$ cat src/rtl/core_rate_pkg.sv
package core_rate_pkg;
  typedef enum logic [1:0] {
    STEP_HOLD = 2'd0,
    STEP_UP   = 2'd1,
    STEP_DOWN = 2'd2
  } step_e;

  localparam int unsigned N_PORTS = 2;
  localparam int unsigned PORT_IN  = 0;
  localparam int unsigned PORT_OUT = 1;
endpackage

$ cat src/rtl/rate_sat_counter.sv
module rate_sat_counter
  import core_rate_pkg::*;
#(
  parameter int unsigned CNT_W = 8
) (
  input  logic                    clk_i,
  input  logic                    rst_ni,
  input  logic                    att_i,
  input  logic                    blk_i,
  input  logic                    clr_i,
  input  logic signed [CNT_W-1:0] max_i,
  input  logic signed [CNT_W-1:0] min_i,
  output logic signed [CNT_W-1:0] cnt_o
);
  localparam logic signed [CNT_W-1:0] ONE = CNT_W'(1);

  step_e                   step;
  logic signed [CNT_W-1:0] cnt_q, cnt_d;

  always_comb begin
    if (!att_i)     step = STEP_HOLD;
    else if (blk_i) step = STEP_UP;
    else            step = STEP_DOWN;
  end

  // clamp before stepping so the count never wraps
  always_comb begin
    unique case (step)
      STEP_UP:   cnt_d = (cnt_q >= max_i) ? max_i : cnt_q + ONE;
      STEP_DOWN: cnt_d = (cnt_q <= min_i) ? min_i : cnt_q - ONE;
      default:   cnt_d = cnt_q;
    endcase
  end

  always_ff @(posedge clk_i or negedge rst_ni) begin
    if (!rst_ni)    cnt_q <= '0;
    else if (clr_i) cnt_q <= '0;
    else            cnt_q <= cnt_d;
  end

  assign cnt_o = cnt_q;
endmodule

$ cat src/rtl/rate_decider.sv
module rate_decider #(
  parameter int unsigned CNT_W = 8
) (
  input  logic                    clk_i,
  input  logic                    rst_ni,
  input  logic signed [CNT_W-1:0] in_cnt_i,
  input  logic signed [CNT_W-1:0] out_cnt_i,
  input  logic signed [CNT_W-1:0] hi_thr_i,
  input  logic signed [CNT_W-1:0] lo_thr_i,
  output logic                    clr_o,
  output logic                    inc_req_o,
  output logic                    dec_req_o
);
  logic in_hi, in_lo, out_hi, out_lo;
  logic inc_d, dec_d, inc_q, dec_q;

  assign in_hi  = in_cnt_i  >= hi_thr_i;
  assign in_lo  = in_cnt_i  <  lo_thr_i;
  assign out_hi = out_cnt_i >= hi_thr_i;
  assign out_lo = out_cnt_i <  lo_thr_i;

  // increase wins if thresholds are misprogrammed (hi < lo)
  assign inc_d = in_hi && out_lo;
  assign dec_d = out_hi && in_lo && !inc_d;
  assign clr_o = inc_d || dec_d;

  always_ff @(posedge clk_i or negedge rst_ni) begin
    if (!rst_ni) begin
      inc_q <= 1'b0;
      dec_q <= 1'b0;
    end else begin
      inc_q <= inc_d;
      dec_q <= dec_d;
    end
  end

  assign inc_req_o = inc_q;
  assign dec_req_o = dec_q;
endmodule

$ cat src/rtl/core_rate_monitor.sv
module core_rate_monitor
  import core_rate_pkg::*;
#(
  parameter int unsigned CNT_W = 8
) (
  input  logic                    clk_i,
  input  logic                    rst_ni,
  input  logic                    in_att_i,
  input  logic                    in_blk_i,
  input  logic                    out_att_i,
  input  logic                    out_blk_i,
  input  logic signed [CNT_W-1:0] hi_thr_i,
  input  logic signed [CNT_W-1:0] lo_thr_i,
  input  logic signed [CNT_W-1:0] cnt_max_i,
  input  logic signed [CNT_W-1:0] cnt_min_i,
  output logic                    inc_req_o,
  output logic                    dec_req_o,
  output logic signed [CNT_W-1:0] in_cnt_o,
  output logic signed [CNT_W-1:0] out_cnt_o
);
  logic [N_PORTS-1:0]             att, blk;
  logic signed [CNT_W-1:0]        cnt [N_PORTS];
  logic                           clr;

  assign att[PORT_IN]  = in_att_i;
  assign blk[PORT_IN]  = in_blk_i;
  assign att[PORT_OUT] = out_att_i;
  assign blk[PORT_OUT] = out_blk_i;

  for (genvar p = 0; p < N_PORTS; p++) begin : g_port
    rate_sat_counter #(.CNT_W(CNT_W)) u_cnt (
      .clk_i  (clk_i),
      .rst_ni (rst_ni),
      .att_i  (att[p]),
      .blk_i  (blk[p]),
      .clr_i  (clr),
      .max_i  (cnt_max_i),
      .min_i  (cnt_min_i),
      .cnt_o  (cnt[p])
    );
  end

  rate_decider #(.CNT_W(CNT_W)) u_dec (
    .clk_i     (clk_i),
    .rst_ni    (rst_ni),
    .in_cnt_i  (cnt[PORT_IN]),
    .out_cnt_i (cnt[PORT_OUT]),
    .hi_thr_i  (hi_thr_i),
    .lo_thr_i  (lo_thr_i),
    .clr_o     (clr),
    .inc_req_o (inc_req_o),
    .dec_req_o (dec_req_o)
  );

  assign in_cnt_o  = cnt[PORT_IN];
  assign out_cnt_o = cnt[PORT_OUT];
endmodule

$ cat config.mk
export PLATFORM = sky130hd
export DESIGN_NAME = core_rate_monitor
export DESIGN_NICKNAME = d
export VERILOG_FILES = /design/src/rtl/core_rate_pkg.sv /design/src/rtl/rate_sat_counter.sv /design/src/rtl/rate_decider.sv /design/src/rtl/core_rate_monitor.sv
export SDC_FILE = /design/constraint.sdc
export NUM_CORES = 1
export LEC_CHECK = 0
export BUFFER_PORTS_ARGS = -buffer_cell sky130_fd_sc_hd__buf_4
export CELL_PAD_IN_SITES_DETAIL_PLACEMENT = 1
export CELL_PAD_IN_SITES_GLOBAL_PLACEMENT = 2
export CORE_MARGIN = 10
export CORE_UTILIZATION = 25
export CTS_BUF_LIST = sky130_fd_sc_hd__clkbuf_2 sky130_fd_sc_hd__clkbuf_4 sky130_fd_sc_hd__clkbuf_8
export DETAILED_ROUTE_END_ITERATION = 16
export PLACE_DENSITY_LB_ADDON = 0.1
export SETUP_SLACK_MARGIN = 0.2
export SYNTH_ARGS = -nofsm -noshare
export SYNTH_HDL_FRONTEND = slang
export SYNTH_HIERARCHICAL = 1
export SYNTH_SLANG_ARGS = --single-unit
$ cat constraint.sdc
create_clock -name clk_i -period 7.85 [get_ports clk_i]
set_clock_uncertainty 0.05 [all_clocks]
set_input_delay 1.57 -clock clk_i [delete_from_list [all_inputs] [get_ports clk_i]]
set_output_delay 1.57 -clock clk_i [all_outputs]
set_load 0.05 [all_outputs]
==> results.ini <==
[synth]
synth-main-ff-cell = dfrtp_1
synthDistinctLibCells = 52
synth_top_area_share_pct = 25.19
yosysMostFrequentCell = inv_1
syn_area_per_cell_sq_um = 8.299
yosysSeqAreaShare_pct = 13.74
yosysTopAreaCell = ha_1
syn_inst = 395
syn-num-nets = 499
synth-edff-count = 0
synth_area_leaders = ha_1, dfrtp_1, inv_1, mux2i_1, o211ai_1
synthArstFlopShare_pct = 100.0
yosysWarnings = 6
synth_common_cells = inv_1, ha_1, nor2_1, dfrtp_1, nand2_1
syn_area_sq_mm = 0.003278
ys_ff_latch = 18

[worst_setup_path]
worstPathArrival_ps = 4150
cp-start-kind = primary input
r2r_cells = 9
rr_endpoint = g_port[0].u_cnt/cnt_o[3]
worstPathRequired_ps = 7990
crit_type = in2reg
reg2reg_slack_ps = 4530
crit_family = compound AO/OA/AOI/OAI gates
path_cells = buf_4, inv_1, ha_1, a21o_1, a2111oi_0, o32a_1, o32ai_1, buf_4, nor3b_1, o211ai_1, o211ai_1
max_stage_delay_ps = 580
crit_fanout = 16
worstSetupEndpointType = flop
timing.critical_path.from = hi_thr_i[5]
cp_slowest_cell = nor3b_1
crit_buf_inv = 3
timing.rr.start = g_port[1].u_cnt/cnt_o[5]

[clocking]
clkTransAtPathRegs_ps = 90
root_buffer = clkbuf_8
insertion_delay_ps = 270
post-cts-setup-buffers = 0
cts_buffers = 3
cts_resized = 0
htreeDepth = 1
cts_tree = done
ctsLongestPathBuffers = 2
cts.sinks = 18
postCtsHoldBufs = 0

[worst_hold_path]
holdPathEnd = g_port[0].u_cnt/cnt_o[6]
hp-start = g_port[0].u_cnt/cnt_o[6]
hold_path_class = reg2reg
hold_depth = 2

[power_and_ir_drop]
ir_drop_v = 0.00008959
leakage_nw = 1.941
cellPowerDensity_mw_per_mm2 = 346.0
total_power_mw = 1.360

[floorplan]
design.portCount = 56
die_x_microns = 134.5
initial_core_util_pct = 25.77
floorplan.die_area_sq_mm = 0.01809
rows = 41
core_sq_mm = 0.01272
die_y_microns = 134.5

[timing]
rsz0062_at_grt = false
fmax_ghz = 0.2490
slew_violations = 0
slew_headroom_pct = 33.17
fin_tns_setup_ps = 0
finalCritPeriodShare_pct = 51.16
hold_ws_ps = 840.8
worst_pin_slew_ps = 998.8
timing.final.hold_violations = 0
setup_viol = 0
finalCriticalPeriod_ps = 4016

[global_route]
grt.total_usage_pct = 13.57
grt_pass1_vias = 3330
grt_first_pass_wirelength_mm = 19.59
grt_max_degree = 19
antenna_found_initial = 0
grt_overflow = 0

[detailed_routing]
first_pass_iters = 4
vias_per_cell = 5.013
drc = 0
drtAntennaViolNets = 0
drt_iter0_drc = 136
via_count = 3113
routed_wl_mm = 12.36
wire_per_inst_microns = 19.90

[run]
max-cap-violations = 0

[finish]
fin_nets = 554
syn_to_final_growth_pct = 19.92
utilization_pct = 30.90
n_antenna_cell = 0
drive_gt1_share_pct = 18.71
fill_cells = 1568

[run_status]
status = complete, no violations

[place]
hpwl_mm = 10.04
gp_congestion = 0.7802
io_buffer_count = 55

## state kept, by name, summed over array words and instances (netlist names)
signal,count
u_dec/dec_req_o,1
u_dec/inc_req_o,1
g_port.u_cnt/cnt_o,16
## cells by family after synthesis
kind of cell,after synthesis,synth area share [%]
xor+xnor,16,4.275
mux,15,4.695
simple gates,106,18.63
flops,18,13.74
buf+inv,76,9.160
fa+ha+maj,66,25.19
compound gates,98,24.31
## area by class of cell
type                    count  area (sq um)  share of cell area, %
inverters                  70         262.8                  6.684
well taps                 172         215.2                  5.474
multi-input cells         301          2527                  64.29
flip-flops and latches     18         450.4                  11.46
repair buffers             56         420.4                  10.69
clock buffers               4         55.05                  1.400
## report_power, final
part	total (mW)	internal [mW]	switching [mW]
Combinational	1.01	0.421	0.591
Sequential	0.265	0.126	0.139
Clock	0.0837	0.0447	0.0389
Total	1.36	0.591	0.769
## worst register-to-register path, delay by kind of cell, from the launching register on
family	cells	cell delay [ps]
adders and majority gates	1	360
and+or+nand+nor	1	580
buffers and inverters	1	220
DFF	1	700
AOI/OAI and AO/OA	6	1340
## through the flow
| stage | cells | setup WS, ps | cell area, sq um |
|---|---|---|---|
| after floorplan | 395 | 3735 | 3278 |
| after global routing | 621 | 3585 | 3931 |
| after CTS | 621 | 3811 | 3931 |
| after detailed placement | 617 | 3524 | 3876 |
| after global placement | 617 | 3594 | 3876 |
| final | 621 | 3834 | 3931 |
## worst max path at each step
stage / endpoint / slack (ps) / cells after the start
after floorplan: g_port[0].u_cnt/cnt_o[2] / 3740 / 10
after global placement: g_port[1].u_cnt/cnt_o[4] / 3590 / 11
after detailed placement: g_port[0].u_cnt/cnt_o[4] / 3520 / 11
after CTS: g_port[0].u_cnt/cnt_o[3] / 3810 / 11
after global routing: g_port[0].u_cnt/cnt_o[3] / 3590 / 11
final: g_port[0].u_cnt/cnt_o[3] / 3830 / 11
## per-layer routing
metal | track usage, % | wire length (microns) | up-vias
met4 | 0.9069 | 40 | 0
met1 | 18.48 | 6171 | 1512
met2 | 22.68 | 5758 | 38
met5 | 0 | 0 | -
li1 | - | - | 1559
met3 | 2.374 | 391 | 4
## layout by cell type (no fill, tap or decap), types with 7 or more instances in the layout
| cell type | count |
|---|---|
| inv_1 | 70 |
| ha_1 | 66 |
| buf_4 | 56 |
| nor2_1 | 21 |
| nand2_1 | 18 |
| dfrtp_1 | 18 |
| o211ai_1 | 15 |
| o21ai_0 | 13 |
| xnor2_1 | 12 |
| mux2i_1 | 12 |
| nand3_1 | 11 |
| a31oi_1 | 11 |
| nor3_1 | 8 |
| nand4_1 | 8 |
| nor3b_1 | 8 |
| a21oi_1 | 7 |
| a211o_1 | 7 |
| nand2b_1 | 7 |
Power figures use the tool's default switching activity.
